<file path="config.mk">
export PLATFORM = sky130hd
export DESIGN_NAME = vps_sweep_gen
export DESIGN_NICKNAME = d
export VERILOG_FILES = /design/src/rtl/vps_pkg.sv /design/src/rtl/vps_phase_ctr.sv /design/src/rtl/vps_repeat_ctr.sv /design/src/rtl/vps_ctrl.sv /design/src/rtl/vps_sweep_gen.sv
export SDC_FILE = /design/constraint.sdc
export NUM_CORES = 1
export LEC_CHECK = 0
export ABC_AREA = 0
export BUFFER_PORTS_ARGS = -buffer_cell sky130_fd_sc_hd__buf_4
export CAP_MARGIN = 20
export CELL_PAD_IN_SITES_DETAIL_PLACEMENT = 0
export CELL_PAD_IN_SITES_GLOBAL_PLACEMENT = 1
export CORE_UTILIZATION = 41
export DETAILED_ROUTE_END_ITERATION = 7
export GPL_ROUTABILITY_DRIVEN = 1
export PLACE_DENSITY = 0.9
export SYNTH_ARGS = -nofsm -noshare
export SYNTH_HDL_FRONTEND = slang
export SYNTH_SLANG_ARGS = --single-unit
</file>
<file path="constraint.sdc">
create_clock -name clk -period 4.1 [get_ports clk]
set_input_delay 0.205 -clock clk [delete_from_list [all_inputs] [get_ports clk]]
set_output_delay 0.205 -clock clk [all_outputs]
set_load 0.005 [all_outputs]
</file>
<file path="src/rtl/vps_pkg.sv">
`timescale 1ns/1ps
// Package: shared defaults and the run-state type of the vertical flush
// pulse generator. Assumes all widths are positive.
package vps_pkg;
    parameter int unsigned VPS_POS_W = 12;  // pixel position width
    parameter int unsigned VPS_REP_W = 13;  // repeat count width (0..4096)
    parameter int unsigned VPS_NREG  = 5;   // number of vertical regions

    typedef enum logic {
        ST_IDLE = 1'b0,
        ST_RUN  = 1'b1
    } run_state_e;
endpackage

</file>
<file path="src/rtl/vps_phase_ctr.sv">
`timescale 1ns/1ps
// Module: in-period phase counter and pulse shaper.
// Counts pixel clocks within one pulse period while the train runs, wraps
// after the third position and forms the output level from the first and
// second positions. Assumes first <= second <= third + 1.
module vps_phase_ctr #(
    parameter int unsigned POS_W = 12
) (
    input  logic             clk,
    input  logic             rst_n,
    input  logic             clr,
    input  logic             run,
    input  logic [POS_W-1:0] pos_rise,
    input  logic [POS_W-1:0] pos_fall,
    input  logic [POS_W-1:0] pos_end,
    output logic             wrap,
    output logic             level
);
    logic [POS_W-1:0] phase_q;

    // Period end is reached on the last offset of the period.
    assign wrap  = run && (phase_q == pos_end);
    // Output is high inside the rise..fall window of an active period.
    assign level = run && (phase_q >= pos_rise) && (phase_q < pos_fall);

    // Advance the phase, restart it at the period end, hold zero when idle.
    always_ff @(posedge clk) begin
        if (!rst_n) begin
            phase_q <= '0;
        end else if (clr || !run) begin
            phase_q <= '0;
        end else if (wrap) begin
            phase_q <= '0;
        end else begin
            phase_q <= phase_q + 1'b1;
        end
    end
endmodule

</file>
<file path="src/rtl/vps_repeat_ctr.sv">
`timescale 1ns/1ps
// Module: remaining-repeat counter.
// Loads the repeat count at start, decrements once per completed period
// and flags the final period. Cleared when a train is cut short.
module vps_repeat_ctr #(
    parameter int unsigned REP_W = 13
) (
    input  logic             clk,
    input  logic             rst_n,
    input  logic             load,
    input  logic             clr,
    input  logic             step,
    input  logic [REP_W-1:0] count_in,
    output logic             last
);
    logic [REP_W-1:0] remain_q;

    // The final period is in progress when one repeat remains.
    assign last = (remain_q == REP_W'(1));

    // Load, clear or count down the remaining repeats.
    always_ff @(posedge clk) begin
        if (!rst_n) begin
            remain_q <= '0;
        end else if (load) begin
            remain_q <= count_in;
        end else if (clr) begin
            remain_q <= '0;
        end else if (step && (remain_q != '0)) begin
            remain_q <= remain_q - 1'b1;
        end
    end
endmodule

</file>
<file path="src/rtl/vps_ctrl.sv">
`timescale 1ns/1ps
// Module: train controller.
// Starts a train on the start strobe, captures the sweep decision for the
// active region, ends the train on completion or (without sweep) on a line
// strobe, and keeps the done level. Start takes priority over all else.
module vps_ctrl (
    input  logic clk,
    input  logic rst_n,
    input  logic start,
    input  logic hd_strobe,
    input  logic sweep_sel,
    input  logic rep_zero,
    input  logic wrap,
    input  logic last,
    output logic run,
    output logic sweep_act,
    output logic stop,
    output logic done
);
    import vps_pkg::*;

    run_state_e state_q;
    logic       sweep_q;
    logic       done_q;

    assign run       = (state_q == ST_RUN);
    assign sweep_act = sweep_q;
    assign done      = done_q;
    // A running train ends after its final period or on an unswept line end.
    assign stop = run && !start &&
                  ((wrap && last) || (hd_strobe && !sweep_q));

    // Track run state, latched sweep decision and done level.
    always_ff @(posedge clk) begin
        if (!rst_n) begin
            state_q <= ST_IDLE;
            sweep_q <= 1'b0;
            done_q  <= 1'b0;
        end else if (start) begin
            state_q <= rep_zero ? ST_IDLE : ST_RUN;
            sweep_q <= sweep_sel;
            done_q  <= rep_zero;
        end else if (stop) begin
            state_q <= ST_IDLE;
            done_q  <= 1'b1;
        end
    end
endmodule

</file>
<file path="src/rtl/vps_sweep_gen.sv">
`timescale 1ns/1ps
// Module: vertical flush pulse generator with line-spanning sweep (top).
// Selects the sweep bit of the active region, then ties together the
// controller, the phase counter and the repeat counter. Region indices at or
// above NREG select no sweep. All settings except the position inputs are
// captured at start; positions must stay stable while a train runs.
module vps_sweep_gen #(
    parameter int unsigned POS_W = vps_pkg::VPS_POS_W,
    parameter int unsigned REP_W = vps_pkg::VPS_REP_W,
    parameter int unsigned NREG  = vps_pkg::VPS_NREG,
    localparam int unsigned REG_W = (NREG > 1) ? $clog2(NREG) : 1
) (
    input  logic             clk,
    input  logic             rst_n,
    input  logic             start,
    input  logic             hd_strobe,
    input  logic [REG_W-1:0] region_idx,
    input  logic [NREG-1:0]  sweep_en,
    input  logic [POS_W-1:0] tog_first,
    input  logic [POS_W-1:0] tog_second,
    input  logic [POS_W-1:0] tog_third,
    input  logic [REP_W-1:0] rep_count,
    output logic             vout,
    output logic             done
);
    logic [NREG-1:0] region_hit;
    logic            sweep_sel;
    logic            run_act;
    logic            sweep_act;
    logic            stop;
    logic            wrap;
    logic            rem_last;
    logic            rep_zero;

    // One decoder line per region; out-of-range indices hit none.
    for (genvar gi = 0; gi < NREG; gi++) begin : g_region
        assign region_hit[gi] = (int'(region_idx) == gi) && sweep_en[gi];
    end

    // Sweep applies if the active region's enable bit is set.
    assign sweep_sel = |region_hit;
    assign rep_zero  = (rep_count == '0);

    vps_ctrl u_ctrl (
        .clk       (clk),
        .rst_n     (rst_n),
        .start     (start),
        .hd_strobe (hd_strobe),
        .sweep_sel (sweep_sel),
        .rep_zero  (rep_zero),
        .wrap      (wrap),
        .last      (rem_last),
        .run       (run_act),
        .sweep_act (sweep_act),
        .stop      (stop),
        .done      (done)
    );

    vps_phase_ctr #(.POS_W(POS_W)) u_phase (
        .clk      (clk),
        .rst_n    (rst_n),
        .clr      (start || stop),
        .run      (run_act),
        .pos_rise (tog_first),
        .pos_fall (tog_second),
        .pos_end  (tog_third),
        .wrap     (wrap),
        .level    (vout)
    );

    vps_repeat_ctr #(.REP_W(REP_W)) u_rep (
        .clk      (clk),
        .rst_n    (rst_n),
        .load     (start),
        .clr      (stop),
        .step     (wrap),
        .count_in (rep_count),
        .last     (rem_last)
    );
endmodule

</file>
==> Word level (Yosys, flattened, before mapping) <==
Cells that the tools add are included.
{ "op_classes": {"n_addsub": 2, "magnitude_cmp": 2, "n_eq_ne": 6, "n_mux": 8, "bitwise_logic": 1, "n_reduce_logical": 26} }
{ "op_table": {"columns": ["cell", "n"], "rows": [
  ["two-way mux 13 bit", 3],
  ["== test 13 x 1 -> 1 bit (second input constant)", 1],
  ["logical AND 1 bit", 13],
  ["logical NOT 13 bit", 1],
  ["nonzero test 13 bit", 1],
  ["subtractor 13 x 1 -> 13 bit (second input constant)", 1],
  ["adder 12 x 1 -> 12 bit (second input constant)", 1],
  ["== test 12 bit", 1],
  [">= comparator 12 bit", 1],
  ["less-than comparator 12 bit", 1],
  ["== test 3 bit (second input constant)", 3],
  ["two-way mux 1 bit", 5],
  ["OR reduction 5 bit", 1],
  ["== test 3 x 2 -> 1 bit (second input constant)", 1],
  ["logical NOT 1 bit", 3],
  ["logical NOT 3 bit", 1],
  ["logical OR 1 bit", 3],
  ["nonzero test 3 bit", 1],
  ["OR reduction 3 bit", 1],
  ["nonzero test 2 bit", 1],
  ["inverter 1 bit", 1]
]} }
{ "word_totals": {"regBits": 28, "inputBits": 61, "out_inout_bits": 2, "wordCells": 50} }

==> Depth between registers and ports, before layout <==
Gate-level depths: netlist (run 1).
{ "depth": {"word_depth": 8, "mapped_depth": 10, "depth_no_buf": 8} }

==> Cells and area by module <==
Synthesis (run 1) repeated with hierarchy kept, for this count alone.
{ "hier_totals": {"cells_unflattened": 297, "hier_area_um2": 2409.8} }
{ "modules_own_cells": {"columns": ["mod", "instances", "cells_each", "area_per_inst_um2", "seq_area_each_um2"], "rows": [
  ["vps_phase_ctr", 1, 151, 1198.6, 240.2],
  ["vps_repeat_ctr", 1, 119, 962.2, 260.2],
  ["vps_ctrl", 1, 15, 157.7, 60.1],
  ["vps_sweep_gen", 1, 12, 91.3, 0.0]
]} }

==> Worst setup path after synthesis (run 1) <==
OpenSTA, ideal clock, no wires.
{ "synth_timing": {"path_type": "reg2out", "start": "register u_phase.phase_q[0]", "end": "output vout", "arrival_time_ns": 1.605, "path_slack_ns": 2.290, "path_stages_with_launch": 9, "path_cell_list": "dfxtp_1 inv_1 ha_1 nand2b_1 a21o_1 a21o_1 a21o_1 a211oi_1 a211oi_1"} }
{ "synth_between": {"elab_chain_len": 3, "elab_cells_between_ends": 4} }
{ "synth_lines": {"columns": ["item", "line_no", "rtl"], "rows": [
  ["start, declared", "vps_phase_ctr.sv:19", "logic [POS_W-1:0] phase_q;"],
  ["start signal, assigned", "vps_phase_ctr.sv:35", "phase_q <= phase_q + 1'b1;"],
  [">= comparator 12 bit", "vps_phase_ctr.sv:24", "assign level = run && (phase_q >= pos_rise) && (phase_q < pos_fall);"],
  ["logical AND 1 bit", "vps_phase_ctr.sv:24", null],
  ["logical AND 1 bit *", "vps_phase_ctr.sv:24", null],
  ["end, declared", "vps_sweep_gen.sv:23", "output logic vout,"]
]} }
Mark *: on every way between the ends. The rest lies on a longest branch, timed or not.

==> Worst setup path after layout (run 1) <==
Ends and elaborated chain as after synthesis.

==> flow_summary_export.csv, run 1 <==
group,metric,value,unit
global_route,grt_pass1_wl,9390,um
timing,worstMarginPinSlew,1.08,ns
critical_path,worstSetupStartpointType,"register",
critical_path,worstPathArrival,2.26,ns
route,drt_iter0_drc,104,
yosys,ys.flop_type,"dfxtp_1",
global_route,grt_pass1_vias,2050,
yosys,ys_types,41,
place,port_buffers,62,
clock_network,cts_hold_buf,0,
timing,fin_crit,2.46,ns
critical_path,worstSetupStartpoint,"u_phase.phase_q[0]",
place,dp_hpwl,4380,um
power,ir_worst_vdd,0.159,mV
cells_and_area,diodes,0,
critical_path,endpoint_kind,"primary output",
place,gp_congestion,0.884,
critical_path,required,3.89,ns
die,ios,63,
cells_and_area,final_nets,439,
timing,clock_skew,0.00436,ns
route,post-route-drc-count,0,
critical_path,r2r_start,"u_phase.phase_q[9]",
route,ant_nets,0,
worst_hold_path,hp-class,"in2reg",
clock_network,htreeDepth,1,
yosys,synth_edf_count,0,
clock_network,cts_buffers,3,
route,vias_per_cell,5.26,
power,p_leak,1.36,nW
timing,min_period_over_period,60.1,%
timing,slew_headroom,27.6,%
die,core,5200,um2
global_route,antenna_found_initial,0,
outcome,outcome,"completed",
yosys,syn-num-nets,380,
timing,setup_viol,0,
yosys,synthCells,292,
worst_hold_path,min-delay-start,"rep_count[4]",
yosys,synth.avg_cell_area,7.71,um2
cells_and_area,drive_gt1_share,21.1,%
critical_path,crit_type,"reg2out",
clock_network,cts_tree,"yes",
timing,slew_violations,0,
clock_network,clk_pin_slew_worst_paths,0.09,ns
clock_network,clockBufferDepth,2,
clock_network,cts_resized,0,
cells_and_area,syn_to_final_growth,25.0,%
critical_path,crit_fanout,7,
yosys,yosysWarnings,0,
power,p_per_area,229,nW/um2
timing,tns,0,ns
yosys,async_reset_ff_share,0,%
yosys,syn_area,2250,um2
flow_run,maxCapViolCount,0,
route,drt_pre_antenna_iters,4,
die,rows,26,
yosys,yosysSeqAreaShare,24.9,%
clock_network,clock-sinks,28,
clock_network,root_buffer,"clkbuf_8",
die,start_util,43.2,%
global_route,track_usage,19.5,%
timing,fmax,406,MHz
die,fp.dieArea,5790,um2
place,dp_slack,1.81,ns
timing,final-hold-violation-count,0,
route,wire_per_inst,13.4,um
global_route,overflow,0,
die,dieWidth,76.1,um
route,route.vias.total,2211,
route,drt_wl_total,5610,um
clock_network,clk_latency,0.27,ns
clock_network,post-cts-setup-buffers,0,
global_route,grt_max_degree,18,
yosys,ys_ff_latch,28,
timing,setup_ws,1.64,ns
timing,rsz0062_at_grt,"no",
die,die_h,76.1,um
## Yosys cell counts, types with 3 or more instances
library cell	count	area (um2)
nand4_1	6	37.5
nand2_1	26	97.6
xnor2_1	6	52.6
clkbuf_1	6	22.5
o21ai_0	15	75.1
o221ai_1	3	26.3
nand2b_1	4	25.0
xor2_1	18	158
inv_1	32	120
ha_1	27	338
nand3_1	9	45.0
o31ai_1	3	22.5
and3_1	4	25.0
nor3_1	4	20.0
a21o_1	7	52.6
a211oi_1	13	97.6
a21oi_1	23	115
dfxtp_1	28	561
nor2_1	28	105
nor4_1	6	37.5
## report_power, final
part	switching [mW]	internal, mW	total, mW
registers	0.0146	0.283	0.298
clock network	0.0857	0.0860	0.172
logic	0.0873	0.0869	0.174
total	0.188	0.456	0.644
## critical path, cell delays in order, from the launching register on
cell and delay, ns:
dfxtp_1 0.47, inv_1 0.07, ha_1 0.26, nand2b_1 0.14, a21o_1 0.17, a21o_1 0.17
a21o_1 0.19, a211oi_1 0.29, a211oi_1 0.07, buf_4 0.14
## metrics by stage
step	area [um2]	total power, mW	cells	hold slack [ns]	util (%)
floorplan	2250	0.404	292	0.344	-
global placement	2760	0.475	416	0.442	53.0
detailed placement	2760	0.476	416	0.446	53.0
CTS	2810	0.645	420	0.170	54.1
global route	2810	0.679	420	0.169	54.1
finish	2810	0.644	420	0.174	54.1
## sequential cells by signal (all words and copies together), names as in the netlist
register and cells:
u_rep.remain_q 13, u_phase.phase_q 12, u_ctrl.done 1, u_ctrl.run 1, u_ctrl.sweep_act 1
## logic make-up (layout without fill, tap and decap cells)
family,Yosys count,count (layout),synth area share [%]
flops,28,28,24.9
xor+xnor,24,24,9.34
buf+inv,41,99,7.50
compound gates,74,74,20.6
mux,1,1,1.00
simple gates,97,97,21.6
fa+ha+maj,27,27,15.0
## path summary, 6_finish.rpt
check	slack (ns)	cells after the start	endpoint
hold / removal	0.17	3	u_rep.remain_q[4]
setup reg to reg	1.74	6	u_rep.remain_q[7]
hold reg to reg	0.45	2	u_ctrl.done
setup / recovery	1.64	9	vout
## cell usage in the layout, fill, tap and decap left out, drive strengths merged, types with 2 or more instances in the layout
cell and n:
nor4b 2, nand4 7, o21ai 17, nand2 26, nand3 9, ha 27
nor2 29, nor4 7, dfxtp 28, a211oi 13, o221ai 3, a21oi 23
xor2 18, o31ai 3, o21a 2, inv 32, xnor2 6, clkbuf 4
a31oi 2, nor3 4, a21o 7, and3 4, nand2b 4, buf 62
## layout make-up
cell class                      count  area [um2]
Tap cell                           70        87.6
Inverter                           33         124
Clock buffer                        4        55.1
Sequential cell                    28         561
Fill cell                         517        2390
Multi-Input combinational cell    223        1520
Timing Repair Buffer               62         465
## layer usage
metal  GRT usage [%]  vias to the layer above  wire, um  share of wire [%]
met3            2.63                        4       272                4.8
met1            26.0                      997      2650                 47
met4            3.27                        0        27               0.48
met2            33.7                       67      2650                 47
li1                -                     1143         -                  -
met5               0                        -         0                  0
No activity file was read; power rests on OpenSTA's default activity.
==> run 2, diff against run 1 <==
--- a/config.mk
+++ b/config.mk
@@ -10,10 +10,10 @@
 export CAP_MARGIN = 20
 export CELL_PAD_IN_SITES_DETAIL_PLACEMENT = 0
 export CELL_PAD_IN_SITES_GLOBAL_PLACEMENT = 1
-export CORE_UTILIZATION = 41
+export CORE_UTILIZATION = 34
 export DETAILED_ROUTE_END_ITERATION = 7
 export GPL_ROUTABILITY_DRIVEN = 1
-export PLACE_DENSITY = 0.9
+export PLACE_DENSITY = 0.8
 export SYNTH_ARGS = -nofsm -noshare
 export SYNTH_HDL_FRONTEND = slang
 export SYNTH_SLANG_ARGS = --single-unit
==> constraint.sdc (replaced) <==
create_clock -name clk -period 2.1 [get_ports clk]
set_input_delay 0.105 -clock clk [delete_from_list [all_inputs] [get_ports clk]]
set_output_delay 0.105 -clock clk [all_outputs]
set_load 0.005 [all_outputs]
==> flow_summary_export.csv, run 2 (synthesis gave the netlist of run 1 again) <==
group,metric,value,unit
cells_and_area,drive_gt1_share,26.7,%
clock_network,cts_tree,"yes",
critical_path,cp_slowest_cell,"dfxtp_4",
critical_path,required,2.00,ns
cells_and_area,largest_reg_flops,13,
route,drt_iter0_drc,117,
route,ant_nets,0,
die,rows,29,
critical_path,crit_chain,"ha_1, a21o_1, a21o_1, a21oi_2, o211ai_1, a211oi_1, buf_4",
power,ir_worst_vdd,0.245,mV
cells_and_area,diodes,0,
timing,setup_viol,0,
route,drt_wl_total,5830,um
critical_path,crit_type,"reg2out",
timing,hold_ws,0.0814,ns
worst_hold_path,min-delay-start,"rep_count[9]",
timing,fin_crit,1.99,ns
global_route,grt_pass1_vias,2209,
clock_network,post-cts-setup-buffers,0,
cells_and_area,largest_register,"u_rep.remain_q",
critical_path,worstSetupStartpoint,"u_phase.phase_q[1]",
route,route.vias.total,2318,
critical_path,critPathMostFrequentCell,"a21o_1",
timing,slew_violations,0,
timing,fmax,502,MHz
timing,worstMarginPinSlew,0.571,ns
timing,final-hold-violation-count,0,
critical_path,r2r_end,"u_rep.remain_q[8]",
route,vias_per_cell,5.27,
critical_path,cp.buffers_inverters,1,
worst_hold_path,holdPathStages,3,
die,fp.dieArea,6950,um2
critical_path,ff2ff_setup_slack,0.16,ns
die,die_h,83.4,um
clock_network,clk_latency,0.28,ns
place,dp_hpwl,4700,um
critical_path,cpLargestDelayFamily,"compound AO/OA/AOI/OAI gates",
critical_path,endpoint_kind,"primary output",
global_route,track_usage,17.3,%
flow_run,maxCapViolCount,0,
critical_path,max_stage_delay,0.38,ns
clock_network,cts_buffers,3,
clock_network,clk_pin_slew_worst_paths,0.10,ns
route,wire_per_inst,13.3,um
critical_path,worstSetupStartpointType,"register",
timing,tns,0,ns
route,post-route-drc-count,0,
global_route,grt_pass1_wl,9920,um
die,ios,63,
critical_path,r2r_start,"u_phase.phase_q[11]",
cells_and_area,top_regs,"u_rep.remain_q: 13 flops, u_phase.phase_q: 12 flops",
cells_and_area,layout_common_cells,"75 x buf_4, 31 x inv_1, 28 x nor2_1",
route,drt_pre_antenna_iters,5,
power,total_power,1.37,mW
worst_hold_path,hp-class,"in2reg",
timing,slew_headroom,61.8,%
clock_network,root_buffer,"clkbuf_8",
global_route,overflow,0,
timing,min_period_over_period,94.9,%
power,p_leak,1.45,nW
place,port_buffers,62,
power,p_per_area,460,nW/um2
clock_network,clockBufferDepth,2,
die,core,6390,um2
global_route,grt_max_degree,18,
die,start_util,35.2,%
global_route,antenna_found_initial,0,
place,gp_congestion,0.813,
clock_network,clock-sinks,28,
cells_and_area,final_nets,452,
clock_network,htreeDepth,1,
cells_and_area,syn_to_final_growth,32.7,%
critical_path,reg2regPathDepth,7,
worst_hold_path,min_to,"u_rep.remain_q[9]",
cells_and_area,fin_util,46.8,%
clock_network,cts_hold_buf,0,
critical_path,crit_fanout,6,
cells_and_area,layout_commonest_cell,"buf_4",
die,dieWidth,83.4,um
critical_path,worstPathArrival,1.89,ns
timing,clock_skew,0.00118,ns
outcome,outcome,"completed",
## run 2: through the flow
stage / cells / area, um2 / worst slack [ns]
2_1_floorplan: 292 / 2250 / 0.306
3_3_place_gp: 436 / 2870 / 0.165
3_5_place_dp: 436 / 2870 / 0.125
4_1_cts: 440 / 2940 / 0.00453
5_1_grt: 440 / 2990 / -0.00436
6_report: 440 / 2990 / 0.107
## run 2: power breakdown
group	total, mW	internal, mW	leakage [nW]	switching (mW)
sequential	0.580	0.552	0.231	0.0281
clock	0.431	0.255	0.0357	0.175
combinational	0.363	0.182	1.19	0.181
total	1.37	0.989	1.45	0.384
## run 2: how the worst max path moves through the flow
stage,endpoint,cells after the start
floorplan,u_rep.remain_q[7],10
global placement,u_phase.phase_q[11],5
CTS,vout,7
detailed placement,u_rep.remain_q[10],7
global route,vout,7
finish,vout,7
## run 2: worst min-delay path, delay by kind of cell
kind	cells	cell delay, ns
buffers and inverters	1	0.11
AND/OR/NAND/NOR	1	0.05
AO/OA/AOI/OAI	1	0.05
## run 2: layout make-up
class	count	area (um2)
Clock buffer	3	41.3
Clock inverter	1	30.0
Fill cell	658	3400
Inverter	33	124
Multi-Input combinational cell	223	1570
Sequential cell	28	568
Tap cell	77	96.3
Timing Repair Buffer	75	563
## run 2: layer usage
layer | track usage [%] | routed length (um) | up-vias
met5 | 0 | 0 | -
met4 | 3.92 | 48 | 0
met3 | 2.39 | 266 | 4
met2 | 29.2 | 2720 | 63
met1 | 23.4 | 2800 | 1078
li1 | - | - | 1173
## run 2: timing repair
| action | 4_1_cts | 5_1_grt |
|---|---|---|
| resized for setup | 3 | 9 |
| endpoints found under the setup margin | 1 | 13 |
| pin swaps | 1 | 9 |
==> run 3, diff against run 2 <==
--- a/config.mk
+++ b/config.mk
@@ -10,10 +10,10 @@
 export CAP_MARGIN = 20
 export CELL_PAD_IN_SITES_DETAIL_PLACEMENT = 0
 export CELL_PAD_IN_SITES_GLOBAL_PLACEMENT = 1
-export CORE_UTILIZATION = 34
+export CORE_UTILIZATION = 38
 export DETAILED_ROUTE_END_ITERATION = 7
 export GPL_ROUTABILITY_DRIVEN = 1
-export PLACE_DENSITY = 0.8
+export PLACE_DENSITY = 0.85
 export SYNTH_ARGS = -nofsm -noshare
 export SYNTH_HDL_FRONTEND = slang
 export SYNTH_SLANG_ARGS = --single-unit
==> constraint.sdc (replaced) <==
create_clock -name clk -period 1.97 [get_ports clk]
set_input_delay 0.0985 -clock clk [delete_from_list [all_inputs] [get_ports clk]]
set_output_delay 0.0985 -clock clk [all_outputs]
set_load 0.005 [all_outputs]
==> flow_summary_export.csv, run 3 (synthesis gave the netlist of run 1 again) <==
group,metric,value,unit
route,drt_pre_antenna_iters,4,
cells_and_area,syn_to_final_growth,36.3,%
timing,worstMarginPinSlew,0.539,ns
cells_and_area,fin_util,54.7,%
critical_path,required,1.87,ns
cells_and_area,instances_no_fill,442,
route,drt_wl_total,6060,um
clock_network,clock-sinks,28,
die,ios,63,
place,postPlaceCellArea,2900,um2
critical_path,ff2ff_setup_slack,0.12,ns
power,p_leak,1.49,nW
timing,fmax,500,MHz
route,route.vias.total,2341,
critical_path,worstSetupStartpointType,"register",
timing,min_period_over_period,101,%
timing,tns,-0.0282,ns
flow_run,maxCapViolCount,0,
outcome,outcome,"complete, but fails checks",
clock_network,cts_hold_buf,0,
global_route,antenna_found_initial,0,
timing,slew_violations,0,
cells_and_area,diodes,0,
place,dp_hpwl,4670,um
outcome,violations,"setup timing",
cells_and_area,final_area,3070,um2
global_route,track_usage,19.6,%
clock_network,htreeDepth,1,
cells_and_area,layout_commonest_cell,"buf_4",
global_route,overflow,0,
die,dieWidth,79.0,um
die,rows,27,
die,core,5610,um2
place,port_buffers,62,
timing,rsz0062_at_grt,"yes",
global_route,grt_max_degree,18,
timing,fin_crit,2.00,ns
place,gp_congestion,0.836,
timing,clock_skew,0.00300,ns
critical_path,max_stage_delay,0.36,ns
power,ir_worst_vdd,0.454,mV
timing,hold_ws,0.0739,ns
critical_path,crit_chain,"buf_4, ha_1, a21o_1, a21o_1, a21oi_1, nor2_1, a211oi_2, a211oi_1, buf_4",
cells_and_area,top_regs,"u_rep.remain_q: 13 flops, u_phase.phase_q: 12 flops",
power,p_per_area,487,nW/um2
cells_and_area,largest_reg_flops,13,
route,wire_per_inst,13.7,um
timing,final-hold-violation-count,0,
global_route,grt_pass1_vias,2107,
clock_network,clockBufferDepth,2,
power,total_power,1.49,mW
die,die_h,79.0,um
place,placedCellCount,436,
critical_path,crit_fanout,4,
route,post-route-drc-count,0,
worst_hold_path,hp-class,"in2reg",
critical_path,worstPathArrival,1.90,ns
route,ant_nets,0,
place,dp_slack,0.0891,ns
die,start_util,40.1,%
clock_network,cts_tree,"yes",
timing,slew_headroom,63.9,%
cells_and_area,largest_register,"u_rep.remain_q",
die,fp.dieArea,6240,um2
timing,setup_viol,1,
clock_network,root_buffer,"clkbuf_8",
clock_network,cts_buffers,3,
global_route,grt_pass1_wl,9690,um
route,vias_per_cell,5.30,
clock_network,clk_pin_slew_worst_paths,0.10,ns
critical_path,endpoint_kind,"primary output",
cells_and_area,layout_common_cells,"80 x buf_4, 30 x inv_1, 28 x nor2_1",
timing,setup_ws,-0.0282,ns
critical_path,cp_slowest_cell,"dfxtp_2",
route,drt_iter0_drc,92,
clock_network,clk_latency,0.28,ns
cells_and_area,final_nets,459,
cells_and_area,drive_gt1_share,29.5,%
critical_path,crit_type,"reg2out",
run 3: cell type report:
type | instances | area [um2]
Tap cell | 72 | 90.1
Clock inverter | 1 | 30.0
Sequential cell | 28 | 569
Timing Repair Buffer | 82 | 623
Inverter | 33 | 124
Clock buffer | 3 | 41.3
Fill cell | 574 | 2540
Multi-Input combinational cell | 223 | 1590
run 3: final timing paths:
check,start,endpoint,cells after the start
max,u_phase.phase_q[4],vout,9
min,rep_count[9],u_rep.remain_q[9],3
max reg2reg,u_rep.remain_q[5],u_rep.remain_q[12],6
min reg2reg,u_ctrl.done,u_ctrl.done,2
run 3: worst max-delay path: cells and delay by family, from the launching register on:
family	cells	cell delay [ns]
buffers and inverters	2	0.29
and+or+nand+nor	1	0.07
adders and majority gates	1	0.17
AOI/OAI and AO/OA	5	0.74
DFF	1	0.36
run 3: power by group:
part	total, mW	leakage, nW	internal [mW]	switching, mW
clock	0.466	0.0357	0.272	0.194
sequential	0.620	0.231	0.588	0.0313
combinational	0.409	1.22	0.208	0.201
run 3: layer usage:
metal / wire length, um / vias to the layer above / part of all wire, % / global-route usage (%)
met4: 51 / 0 / 0.84 / 4.36
met1: 2920 / 1078 / 48 / 27.9
met5: 0 / - / 0 / 0
met3: 325 / 5 / 5.4 / 1.72
li1: - / 1186 / - / -
met2: 2760 / 72 / 46 / 31.8
run 3: timing repair:
| action | CTS | global route |
|---|---|---|
| resized for setup | 14 | 5 |
| setup buffers | 1 | 1 |
| setup endpoints to repair | 1 | 14 |
| pin swaps | 7 | 7 |
